--- src/rtl/xlat_pkg.sv ---
package xlat_pkg;
   localparam int unsigned NUM_SLOTS = 4;
   typedef logic [1:0] slot_idx_t;

   // slot numbering: access kind is the upper bit, page parity the lower
   function automatic slot_idx_t slot_of(input logic is_wr, input logic odd);
      return {is_wr, odd};
   endfunction
endpackage

--- src/rtl/xlat_slot.sv ---
module xlat_slot #(
   parameter int unsigned TAG_W = 19,
   parameter int unsigned PFN_W = 20
) (
   input  logic             clk,
   input  logic             rst_n,
   input  logic             clr,
   input  logic             load,
   input  logic [TAG_W-1:0] tag_in,
   input  logic [PFN_W-1:0] pfn_in,
   output logic             vld,
   output logic [TAG_W-1:0] tag,
   output logic [PFN_W-1:0] pfn
);
   always_ff @(posedge clk or negedge rst_n) begin
      if (!rst_n) begin
         vld <= 1'b0;
         tag <= '0;
         pfn <= '0;
      end else if (clr) begin
         vld <= 1'b0;            // flush has priority over a fill
      end else if (load) begin
         vld <= 1'b1;
         tag <= tag_in;
         pfn <= pfn_in;
      end
   end
endmodule

--- src/rtl/xlat_select.sv ---
module xlat_select #(
   parameter int unsigned NSLOT = 4,
   parameter int unsigned TAG_W = 19,
   parameter int unsigned PFN_W = 20,
   localparam int unsigned SEL_W = $clog2(NSLOT)
) (
   input  logic [SEL_W-1:0]            sel,
   input  logic [NSLOT-1:0]            vld,
   input  logic [NSLOT-1:0][TAG_W-1:0] tags,
   input  logic [NSLOT-1:0][PFN_W-1:0] pfns,
   input  logic [TAG_W-1:0]            tag_in,
   output logic                        hit_raw,
   output logic [PFN_W-1:0]            pfn_out
);
   always_comb begin
      hit_raw = vld[sel] && (tags[sel] == tag_in);
      pfn_out = pfns[sel];
   end
endmodule

--- src/rtl/xlat_shortcut.sv ---
module xlat_shortcut
   import xlat_pkg::*;
#(
   parameter int unsigned VA_W   = 32,
   parameter int unsigned PA_W   = 32,
   parameter int unsigned OFFS_W = 12
) (
   input  logic                   clk,
   input  logic                   rst_n,
   input  logic                   req_valid,
   input  logic                   req_wr,
   input  logic [VA_W-1:0]        req_va,
   output logic                   hit,
   output logic [PA_W-1:0]        hit_pa,
   output logic                   lookup_req,
   input  logic                   fill_valid,
   input  logic                   fill_wr,
   input  logic [VA_W-OFFS_W-1:0] fill_page,
   input  logic [PA_W-OFFS_W-1:0] fill_pfn,
   input  logic                   fill_v,
   input  logic                   fill_d,
   input  logic                   inval
);
   localparam int unsigned PAGE_W = VA_W - OFFS_W;
   localparam int unsigned TAG_W  = PAGE_W - 1;
   localparam int unsigned PFN_W  = PA_W - OFFS_W;

   if (OFFS_W < 1 || VA_W <= OFFS_W + 1 || PA_W <= OFFS_W) begin : g_bad_cfg
      $error("xlat_shortcut: address widths must leave a tag above the parity bit");
   end

   logic [NUM_SLOTS-1:0]            vld;
   logic [NUM_SLOTS-1:0][TAG_W-1:0] tags;
   logic [NUM_SLOTS-1:0][PFN_W-1:0] pfns;
   logic [NUM_SLOTS-1:0]            ld;
   logic                            fill_ok;
   slot_idx_t                       fill_sel;
   slot_idx_t                       req_sel;
   logic                            hit_raw;
   logic [PFN_W-1:0]                pfn_sel;

   // write side caches only pages that are both valid and writable
   assign fill_ok  = fill_valid && fill_v && (!fill_wr || fill_d);
   assign fill_sel = slot_of(fill_wr, fill_page[0]);
   assign req_sel  = slot_of(req_wr, req_va[OFFS_W]);

   for (genvar i = 0; i < NUM_SLOTS; i++) begin : g_slot
      assign ld[i] = fill_ok && (fill_sel == slot_idx_t'(i));
      xlat_slot #(.TAG_W(TAG_W), .PFN_W(PFN_W)) u_slot (
         .clk    (clk),
         .rst_n  (rst_n),
         .clr    (inval),
         .load   (ld[i]),
         .tag_in (fill_page[PAGE_W-1:1]),
         .pfn_in (fill_pfn),
         .vld    (vld[i]),
         .tag    (tags[i]),
         .pfn    (pfns[i])
      );
   end

   xlat_select #(.NSLOT(NUM_SLOTS), .TAG_W(TAG_W), .PFN_W(PFN_W)) u_select (
      .sel     (req_sel),
      .vld     (vld),
      .tags    (tags),
      .pfns    (pfns),
      .tag_in  (req_va[VA_W-1:OFFS_W+1]),
      .hit_raw (hit_raw),
      .pfn_out (pfn_sel)
   );

   assign hit        = req_valid && hit_raw;
   assign lookup_req = req_valid && !hit_raw;
   assign hit_pa     = hit ? {pfn_sel, req_va[OFFS_W-1:0]} : '0;
endmodule

--- config.mk ---
export PLATFORM = sky130hd
export DESIGN_NAME = xlat_shortcut
export DESIGN_NICKNAME = d
export VERILOG_FILES = /design/src/rtl/xlat_pkg.sv /design/src/rtl/xlat_slot.sv /design/src/rtl/xlat_select.sv /design/src/rtl/xlat_shortcut.sv
export SDC_FILE = /design/constraint.sdc
export NUM_CORES = 1
export LEC_CHECK = 0
export BUFFER_PORTS_ARGS = -buffer_cell sky130_fd_sc_hd__buf_2
export CORE_UTILIZATION = 55
export CTS_CLUSTER_SIZE = 16
export DETAILED_ROUTE_END_ITERATION = 8
export GPL_TIMING_DRIVEN = 1
export PLACE_DENSITY = 0.78
export SYNTH_ARGS = -nofsm -noshare
export SYNTH_HDL_FRONTEND = slang
export SYNTH_SLANG_ARGS = --single-unit
--- constraint.sdc ---
create_clock -name clk -period 6.9 [get_ports clk]
set_input_delay 1.035 -clock clk [delete_from_list [all_inputs] [get_ports clk]]
set_output_delay 1.035 -clock clk [all_outputs]
set_load 0.03 [all_outputs]
==> impl_metrics.json <==
{
  "cts.reportedPaths.clkPinSlew_ns": 0.06,
  "fin_skew_ns": 0,
  "ctsHoldBuffers": 0,
  "p_total_w": 0.002685,
  "fin_setup_tns_ns": 0,
  "ys_seq_area_share_pct": 53.05,
  "final_core_util_pct": 67.10,
  "fp.dieW_um": 119.1,
  "slew_viol_final": 0,
  "yosysWarnings": 0,
  "hp-class": "register to register",
  "grt_use_total_pct": 24.74,
  "grt_max_degree": 92,
  "crit_path_end_kind": "primary output",
  "first_pass_iters": 4,
  "clock_latency_ns": 0.42,
  "post_drt_wl_per_cell_um": 20.25,
  "gp_congestion": 0.7945,
  "postRouteAntennaNets": 0,
  "syn_inst": 499,
  "cts_root_buf": "clkbuf_16",
  "vias": 4637,
  "critPathLaunch": "req_va[12]",
  "avgSynthCellArea_sq_um": 15.12,
  "synthesis.nets": 580,
  "required_ns": 5.86,
  "crit_type": "input port to primary output",
  "hold_viol": 0,
  "die_h_um": 119.1,
  "hpwl_um": 10650,
  "drv_cap": 0,
  "critPathLaunchType": "input port",
  "status": "finished clean",
  "die_area_sq_um": 14190,
  "synthDistinctLibCells": 39,
  "relSlewSlack_pct": 26.11,
  "layout-drive-gt1-share_pct": 54.90,
  "powerDensity_nw_per_um2": 301.0,
  "drt_first_iter_violations": 259,
  "cts_tree": "done",
  "wirelength_um": 16240,
  "worst_slew_pin_slew_ns": 1.108,
  "setup_viol": 0,
  "ys_seq_elements": 160,
  "num-nets-final": 691,
  "core.rowCount": 42,
  "via_per_inst": 5.782,
  "vdd_drop_max_v": 0.0001821,
  "fmax_mhz": 188.4,
  "grt_pass1_wl_um": 26140,
  "rr_startpoint": "g_slot[1].u_slot.pfn[14]$_DFFE_PN0P_",
  "synth_area_sq_um": 7547,
  "grt_pass1_vias": 5118,
  "grt_setup_unrepaired": "false",
  "critPathMaxFanout": 34,
  "post-cts-setup-buffer-count": 0,
  "grt-ovfl-total": 0,
  "core_sq_um": 13300,
  "hold_path.startpoint": "g_slot[0].u_slot.vld$_DFFE_PN0P_",
  "cp.arrival_ns": 4.27,
  "drc_errors": 0,
  "cts_sinks": 160,
  "synthToLayoutAreaGrowth_pct": 18.20,
  "grt_antenna_before_repair": 2,
  "io-pin-count": 115,
  "cts_buffers": 17,
  "timing.hold.ws_ns": 0.4789,
  "htree_num_levels": 4,
  "initial_core_util_pct": 56.77,
  "port_buffers": 114,
  "clk_path_buf_depth": 2,
  "post-route-min-period_ns": 5.307,
  "final_min_period_over_clock_period_pct": 76.92,
  "cellLeakagePower_nw": 4.339,
  "cts_resized": 0
}
==> registers in the layout, summed over array words and instances, names as in the netlist <==
name and flops:
g_slot.u_slot.pfn 80, g_slot.u_slot.tag 76, g_slot.u_slot.vld 4
==> per-stage QoR <==
step / cells / setup WS (ns) / instance area [sq um]
final: 802 / 1.593 / 8921
after global routing: 800 / 1.314 / 8916
after CTS: 799 / 1.518 / 8914
after detailed placement: 767 / 1.590 / 8269
after global placement: 767 / 1.637 / 8269
after floorplan: 499 / 2.568 / 7547
==> Yosys cell counts (all sizes together) <==
master / count / share of area [%]
xnor2: 10 / 1.2
or3: 1 / 0.083
buf: 9 / 1.1
nor4: 3 / 0.53
nor3: 4 / 0.27
o2bb2ai: 2 / 0.23
xor2: 8 / 0.93
mux2i: 20 / 2.7
dfrtp: 160 / 53
and2: 1 / 0.083
and3: 32 / 2.7
o221ai: 1 / 0.12
nand2: 3 / 0.15
and2b: 1 / 0.10
a31oi: 1 / 0.083
clkbuf: 24 / 1.2
o211ai: 1 / 0.10
a2bb2oi: 1 / 0.12
nand3: 2 / 0.13
a22oi: 1 / 0.10
o311ai: 1 / 0.12
mux2: 156 / 23
o2111ai: 1 / 0.12
o21ai: 8 / 0.53
mux4: 32 / 10
nor2: 4 / 0.20
a21oi: 1 / 0.066
inv: 5 / 0.25
or4: 1 / 0.15
a21o: 2 / 0.20
a22o: 1 / 0.12
nand2b: 1 / 0.083
nand4: 1 / 0.083
==> final timing paths <==
kind	slack [ns]	cells past startpoint	endpoint
setup / recovery	1.59	9	hit_pa[10]
hold / removal	0.48	1	g_slot[0].u_slot.vld$_DFFE_PN0P_
setup reg to reg	6.11	1	g_slot[1].u_slot.pfn[14]$_DFFE_PN0P_
hold reg to reg	0.48	1	g_slot[0].u_slot.vld$_DFFE_PN0P_
max in group asynchronous	4.71	2	g_slot[3].u_slot.pfn[13]$_DFFE_PN0P_
min in group asynchronous	0.62	1	g_slot[3].u_slot.tag[10]$_DFFE_PN0P_
==> worst max-delay path: stages <==
cell     delay [ns]
buf_2          0.74
mux4_1         0.67
xor2_1         0.19
nor4_2         0.33
nand4_1        0.21
nor4_4         0.33
buf_4          0.35
and3_1         0.21
buf_2          0.21
==> layout by cell type (no fill, tap or decap), drive strengths merged, types with 2 or more instances in the layout <==
cell,count
a21o,2
and3,32
nor2,4
bufinv,5
diode,3
xnor2,10
dfrtp,160
nor4,3
nand2,3
mux4,32
clkbuf,20
mux2i,20
xor2,8
o2bb2ai,2
nor3,4
o21ai,8
nand3,2
mux2,156
inv,5
buf,125
clkinv,6
==> cell type report <==
cell class,instances,area (sq um)
clock inverter,12,187.7
clock buffer,20,456.7
antenna,3,7.507
sequential,160,4004
timing repair buffer,125,659.4
inverter,5,18.77
fill,965,4374
tap,176,220.2
multi-input combinational,301,3367
==> power breakdown <==
part | internal (W) | switching (W) | leakage [nW] | total, W
registers | 0.00114 | 0.0000983 | 2.01 | 0.00123
logic | 0.000268 | 0.000169 | 2.01 | 0.000437
clock network | 0.000657 | 0.000358 | 0.319 | 0.00102
total | 0.00206 | 0.000626 | 4.34 | 0.00269
==> layer usage <==
layer	routed length (um)	track usage, %
met3	788	5.699
met1	6978	31.23
met4	339	10.21
met2	8133	41.17
met5	0	0
==> cells by family (layout without fill, tap and decap cells) <==
group / Yosys count / after routing / synth area share, %
mux: 208 / 208 / 35.93
flops: 160 / 160 / 53.05
simple gates: 54 / 54 / 4.509
buf+inv: 38 / 162 / 2.536
compound gates: 21 / 21 / 1.890
xor+xnor: 18 / 18 / 2.089
other cells: 0 / 3 / 0
No activity file was read; power rests on OpenSTA's default activity.
